**config.mk**
```make
export PLATFORM = sky130hd
export DESIGN_NAME = status_flag_unit
export DESIGN_NICKNAME = d
export VERILOG_FILES = /design/src/rtl/flagu_pkg.sv /design/src/rtl/flagu_arith.sv /design/src/rtl/flagu_ctrl.sv /design/src/rtl/status_flag_unit.sv
export SDC_FILE = /design/constraint.sdc
export NUM_CORES = 1
export LEC_CHECK = 0
export ABC_CLOCK_PERIOD_IN_PS = 1000
export BUFFER_PORTS_ARGS = -buffer_cell sky130_fd_sc_hd__clkbuf_2
export CAP_MARGIN = 15
export CORE_UTILIZATION = 31
export DETAILED_ROUTE_END_ITERATION = 6
export PLACE_DENSITY_LB_ADDON = 0.15
export SLEW_MARGIN = 20
export SYNTH_ARGS = -nofsm -noshare
export SYNTH_HDL_FRONTEND = slang
export SYNTH_SLANG_ARGS = --single-unit
```
**constraint.sdc**
```tcl
create_clock -name clk -period 1 [get_ports clk]
set_input_delay 0.2 -clock clk [delete_from_list [all_inputs] [get_ports clk]]
set_output_delay 0.2 -clock clk [all_outputs]
set_load 0.05 [all_outputs]
```
**src/rtl/flagu_pkg.sv**
```systemverilog
package flagu_pkg;
  typedef enum logic [1:0] {
    OP_ADD = 2'b00,
    OP_SUB = 2'b01,
    OP_LOG = 2'b10,
    OP_LGX = 2'b11
  } op_cls_t;

  typedef enum logic [1:0] {
    CS_TRAP = 2'b00,
    CS_IEN  = 2'b01,
    CS_DIR  = 2'b10,
    CS_NONE = 2'b11
  } ctl_sel_t;

  typedef struct packed {
    logic ovf;
    logic sgn;
    logic zer;
    logic aux;
    logic par;
    logic cry;
  } arith_flags_t;

  localparam int unsigned POS_CRY = 0;
  localparam int unsigned POS_PAR = 1;
  localparam int unsigned POS_AUX = 2;
  localparam int unsigned POS_ZER = 3;
  localparam int unsigned POS_SGN = 4;
  localparam int unsigned POS_OVF = 5;
  localparam int unsigned POS_TRP = 6;
  localparam int unsigned POS_IEN = 7;
  localparam int unsigned POS_DIR = 8;
  localparam int unsigned N_USED  = 9;
endpackage

```
**src/rtl/flagu_arith.sv**
```systemverilog
module flagu_arith
  import flagu_pkg::*;
#(
  parameter int unsigned DATA_W = 16,
  parameter int unsigned PAR_W  = 8,
  parameter int unsigned NIB_W  = 4
) (
  input  logic [DATA_W-1:0] a,
  input  logic [DATA_W-1:0] b,
  input  logic [DATA_W-1:0] r,
  input  logic              cout,
  input  logic [1:0]        op,
  input  logic              word,
  output arith_flags_t      fl
);
  localparam int unsigned HALF = DATA_W / 2;

  logic sa, sb, sr;
  logic zw, zb;
  logic is_add, is_sub;

  always_comb begin
    is_add = (op == OP_ADD);
    is_sub = (op == OP_SUB);
    sa = word ? a[DATA_W-1] : a[HALF-1];
    sb = word ? b[DATA_W-1] : b[HALF-1];
    sr = word ? r[DATA_W-1] : r[HALF-1];
    zw = (r == '0);
    zb = (r[HALF-1:0] == '0);

    fl.par = ~(^r[PAR_W-1:0]);
    fl.zer = word ? zw : zb;
    fl.sgn = sr;
    fl.cry = (is_add | is_sub) & cout;
    fl.aux = (is_add | is_sub) & (a[NIB_W] ^ b[NIB_W] ^ r[NIB_W]);
    if (is_add)      fl.ovf = (sa == sb) && (sr != sa);
    else if (is_sub) fl.ovf = (sa != sb) && (sr != sa);
    else             fl.ovf = 1'b0;
  end
endmodule

```
**src/rtl/flagu_ctrl.sv**
```systemverilog
module flagu_ctrl
  import flagu_pkg::*;
#(
  parameter int unsigned STEP_W = 3
) (
  input  logic              clk,
  input  logic              rst,
  input  logic              we,
  input  logic [1:0]        sel,
  input  logic              val,
  input  logic              word,
  output logic              trp,
  output logic              ien,
  output logic              dir,
  output logic [STEP_W-1:0] step
);
  localparam logic [STEP_W-1:0] ONE = STEP_W'(1);
  localparam logic [STEP_W-1:0] TWO = STEP_W'(2);

  logic trp_n, ien_n, dir_n;
  logic [STEP_W-1:0] mag;

  always_comb begin
    trp_n = trp;
    ien_n = ien;
    dir_n = dir;
    if (we) begin
      case (sel)
        CS_TRAP: trp_n = val;
        CS_IEN:  ien_n = val;
        CS_DIR:  dir_n = val;
        default: ;
      endcase
    end
    mag = word ? TWO : ONE;
  end

  always_ff @(posedge clk) begin
    if (rst) begin
      trp  <= 1'b0;
      ien  <= 1'b0;
      dir  <= 1'b0;
      step <= ONE;
    end else begin
      trp  <= trp_n;
      ien  <= ien_n;
      dir  <= dir_n;
      step <= dir_n ? (~mag + ONE) : mag;
    end
  end

  AST_STEP_SIGN: assert property (@(posedge clk) disable iff (rst)
    1'b1 |=> (step[STEP_W-1] == dir));
  AST_STEP_NONZERO: assert property (@(posedge clk) disable iff (rst)
    1'b1 |=> (step != '0));
  AST_CTL_WRITE: assert property (@(posedge clk) disable iff (rst)
    (we && sel == CS_IEN) |=> (ien == $past(val)));
  AST_CTL_NOOP: assert property (@(posedge clk) disable iff (rst)
    (!we || sel == CS_NONE) |=> ($stable(trp) && $stable(ien) && $stable(dir)));
endmodule

```
**src/rtl/status_flag_unit.sv**
```systemverilog
module status_flag_unit
  import flagu_pkg::*;
#(
  parameter int unsigned DATA_W = 16,
  parameter int unsigned FLAG_W = 16,
  parameter int unsigned STEP_W = 3
) (
  input  logic              clk,
  input  logic              rst,
  input  logic              upd_en,
  input  logic [1:0]        op_cls,
  input  logic              word_sz,
  input  logic [DATA_W-1:0] opnd_a,
  input  logic [DATA_W-1:0] opnd_b,
  input  logic [DATA_W-1:0] alu_res,
  input  logic              alu_cout,
  input  logic              ctl_we,
  input  logic [1:0]        ctl_sel,
  input  logic              ctl_val,
  output logic [FLAG_W-1:0] flags,
  output logic [STEP_W-1:0] str_step
);
  localparam int unsigned PAD_W = FLAG_W - N_USED;

  arith_flags_t af_next, af_q;
  logic trp, ien, dir;

  flagu_arith #(.DATA_W(DATA_W)) u_arith (
    .a(opnd_a), .b(opnd_b), .r(alu_res), .cout(alu_cout),
    .op(op_cls), .word(word_sz), .fl(af_next)
  );

  flagu_ctrl #(.STEP_W(STEP_W)) u_ctrl (
    .clk(clk), .rst(rst), .we(ctl_we), .sel(ctl_sel), .val(ctl_val),
    .word(word_sz), .trp(trp), .ien(ien), .dir(dir), .step(str_step)
  );

  always_ff @(posedge clk) begin
    if (rst)         af_q <= '0;
    else if (upd_en) af_q <= af_next;
  end

  always_comb begin
    flags          = '0;
    flags[POS_CRY] = af_q.cry;
    flags[POS_PAR] = af_q.par;
    flags[POS_AUX] = af_q.aux;
    flags[POS_ZER] = af_q.zer;
    flags[POS_SGN] = af_q.sgn;
    flags[POS_OVF] = af_q.ovf;
    flags[POS_TRP] = trp;
    flags[POS_IEN] = ien;
    flags[POS_DIR] = dir;
  end

  AST_HOLD_IDLE: assert property (@(posedge clk) disable iff (rst)
    !upd_en |=> $stable(flags[POS_OVF:POS_CRY]));
  AST_LOGIC_CLEAR: assert property (@(posedge clk) disable iff (rst)
    (upd_en && op_cls[1]) |=> (!flags[POS_CRY] && !flags[POS_OVF] && !flags[POS_AUX]));
  AST_PAD_ZERO: assert property (@(posedge clk) disable iff (rst)
    flags[FLAG_W-1:N_USED] == PAD_W'(0));
  AST_ZERO_IMPLIES: assert property (@(posedge clk) disable iff (rst)
    flags[POS_ZER] |-> (flags[POS_PAR] && !flags[POS_SGN]));
endmodule

```
==> results.cfg <==
[timing]
layout_min_cycle_time_ns = 0.964
layout_worst_path_cycle_share_pct = 96.4
timing.hold.ws_ns = 0.215
hold_vio_cnt_final = 0
finClkSkew_ns = 0.0000391
finalMaxSlewViolations = 0
highest_attainable_clock_frequency_ghz = 1.04
setup_violations = 0
rsz0062_at_grt = true
postLayoutSetupSlackWorst_ns = 0.0362

[clock_network]
post_cts_hold_buffer_count = 0
cts.path.max_buffers = 2
clock_latency_ns = 0.26
tritoncts = done
number_of_buffers_added_by_the_clock_tree_synthesis_step = 3
clk_root_buffer_cell = clkbuf_4
post-cts-setup-buffers = 0
cts_max_level = 1
clk_pin_slew_ns = 0.08
numClockSinks = 12

[critical_path]
slowest_delay_ns = 0.36
worst-endpoint-required_ns = 0.80
worst-setup-path-type = flop to output pin
timing.critical_path.to_type = output pin
timing.critical_path.max_delay_family = flip-flops
cp_slowest_cell = dfxtp_2
r2r-end = u_ctrl.step[1]
crit_path_max_fanout = 2
worstPathBufferInverterCount = 1
cp_cell_sequence = buf_8
reg2reg_setup_slack_ns = 0.20
worst-endpoint-arrival_ns = 0.76
regToRegStartpoint = u_ctrl.dir
r2r_cells = 2
worst_setup_path_start_kind = flop

[floorplanning]
design.die.area_sq_um = 2610
fp-row-count = 17
die_x_microns = 51.1
initial_utilization_pct = 33.4
die_y_microns = 51.1
top_level_ports = 78
area_of_the_core_sq_um = 2230

[final_layout]
design.final.nets = 196
postLayoutCellArea_sq_um = 1200
final.fill_count = 229
area_delta_synth_final_pct = 60.5
insertedDiodeCount = 0
sequential_cell_area_sq_um = 251
drive_above_1_share_pct = 57.6
multi_input_comb_area_sq_um = 464

[place]
dp_area_sq_um = 1050
dp_slack_ns = -0.224
dpl.hpwl_microns = 1270
numPortBuffers = 44
gp_congestion = 0.620

[yosys]
synth.avg_cell_area_sq_um = 8.89
sequential_area_share_after_synthesis_pct = 32.2
netlist_instances = 84
ys.warnings.count = 0
synth.distinct_cells = 26
synthesis.area_sq_um = 747
synth.ff_latch_count = 12

[pwr]
switchingPower_mw = 0.467
comb_power_share_pct = 36.4
internal-power_mw = 0.965
irDropWorstVdd_mv = 0.567
clock_power_share_pct = 26.3
share_seq_of_total_power_pct = 37.2
power.leakage_nw = 0.581
power_density_nw_per_um2 = 1190
power.switching_fraction_pct = 32.6

[min_path]
holdPathStages = 3
timing.hold.worst_endpoint = u_ctrl.trp
min-delay-path-class = input port to flop
min_from = ctl_val

[grt]
grt_overflow = 0
via_count_of_the_first_global_routing_pass = 624
maximum_number_of_pins_on_one_net_before_global_route_repair = 13
grt_pass1_wl_microns = 2350
grt_antenna_before_repair = 0
track_usage_pct = 12.0

[run_status]
run_status = completed

[drt]
routed_wirelength_microns = 1470
detail_route.wl_per_cell_microns = 9.17
drt_iter0_markers = 2
dr_total_vias = 700
detail_route.first_pass.iterations = 2
route.antenna.remaining_nets = 0
drt_drc_violations_left = 0
avgViaCountPerCell = 4.38

[run]
max_cap_violations = 0
-- state kept, by name, summed over array words and instances (netlist names) --
register / flops
u_ctrl.trp: 1
u_ctrl.ien: 1
u_ctrl.dir: 1
flags: 6
u_ctrl.step: 3
-- synthesized netlist by cell type, drive strengths merged --
master	instances	area [sq um]
buf	13	88.8
dfxtp	12	240
inv	9	33.8
nor2	8	30.0
mux2i	7	70.1
xnor2	7	61.3
ha	4	50.1
nand3b	3	22.5
xor2	3	26.3
a211oi	2	20.0
nand2	2	7.51
nand2b	2	12.5
nor3b	2	15.0
nor4	2	18.8
a21o	1	7.51
a21oi	1	5.00
conb	1	3.75
nand4	1	6.26
nor2b	1	6.26
o211ai	1	7.51
o21ai	1	5.00
o32ai	1	8.76
-- per-stage QoR --
stage          setup TNS, ns  cells  utilization, %  power (mW)
6_report                   0    160            53.7        1.43
5_1_grt             -0.00162    160            53.7        1.52
4_1_cts                    0    160            53.1        1.44
3_5_place_dp          -0.336    156            46.9        1.01
3_3_place_gp          -0.279    156            46.9        1.00
2_1_floorplan       -0.00447     90               -       0.889
-- worst register-to-register path, stage by stage, from the launching register on --
cell and delay (ns):
dfxtp_2 0.33, mux2i_1 0.24, o21ai_0 0.11
-- logic make-up after synthesis --
| group | share of synthesized area [%] |
|---|---|
| buf+inv | 16.4 |
| simple gates | 15.9 |
| flops | 32.2 |
| xor+xnor | 11.7 |
| compound gates | 7.20 |
| mux | 9.38 |
| fa+ha+maj | 6.70 |
| other cells | 0.502 |
-- cell usage in the layout, fill, tap and decap left out, types with 2 or more instances in the layout --
cell type,instances
buf_4,9
buf_8,10
clkbuf_2,32
clkbuf_4,3
conb_1,7
dfxtp_1,3
dfxtp_2,9
ha_4,4
inv_1,4
inv_2,5
mux2i_1,7
nand2_1,2
nand2b_1,2
nand3b_1,3
nor2_1,8
nor3b_1,2
xnor2_1,6
xor2_1,3
-- worst max path at each step --
stage | from | to | cells past startpoint
floorplan | alu_res[2] | flags[1] | 6
global placement | alu_res[4] | flags[1] | 7
detailed placement | alu_res[4] | flags[1] | 7
CTS | u_ctrl.step[1] | str_step[1] | 1
global route | flags[0] | flags[0] | 1
finish | flags[2] | flags[2] | 1
-- power by group through the flow --
stage / logic (mW) / registers, mW / clock network, mW
6_report: 0.522 / 0.533 / 0.377
4_1_cts: 0.519 / 0.527 / 0.391
3_5_place_dp: 0.480 / 0.530 / 0
5_1_grt: 0.559 / 0.536 / 0.421
2_1_floorplan: 0.274 / 0.615 / 0
3_3_place_gp: 0.472 / 0.530 / 0
-- layout make-up --
cell class | instances | share of cell area (%)
Inverter | 9 | 2.82
Clock buffer | 4 | 3.03
Sequential cell | 12 | 21.0
Tap cell | 28 | 2.92
Timing Repair Buffer | 51 | 31.5
Multi-Input combinational cell | 56 | 38.7
-- layer usage --
metal	vias up	track usage, %	share of wire, %
li1	355	-	-
met1	316	12.7	38
met2	27	21.5	53
met3	2	3.57	7.3
met4	0	5.56	1.2
met5	-	0	0
-- what timing repair did --
action                                  4_1_cts  5_1_grt
resized for setup                            30       12
endpoints found under the setup margin       12       12
pin swaps                                     0        0
Note: power is estimated with default switching activity, not from simulation.
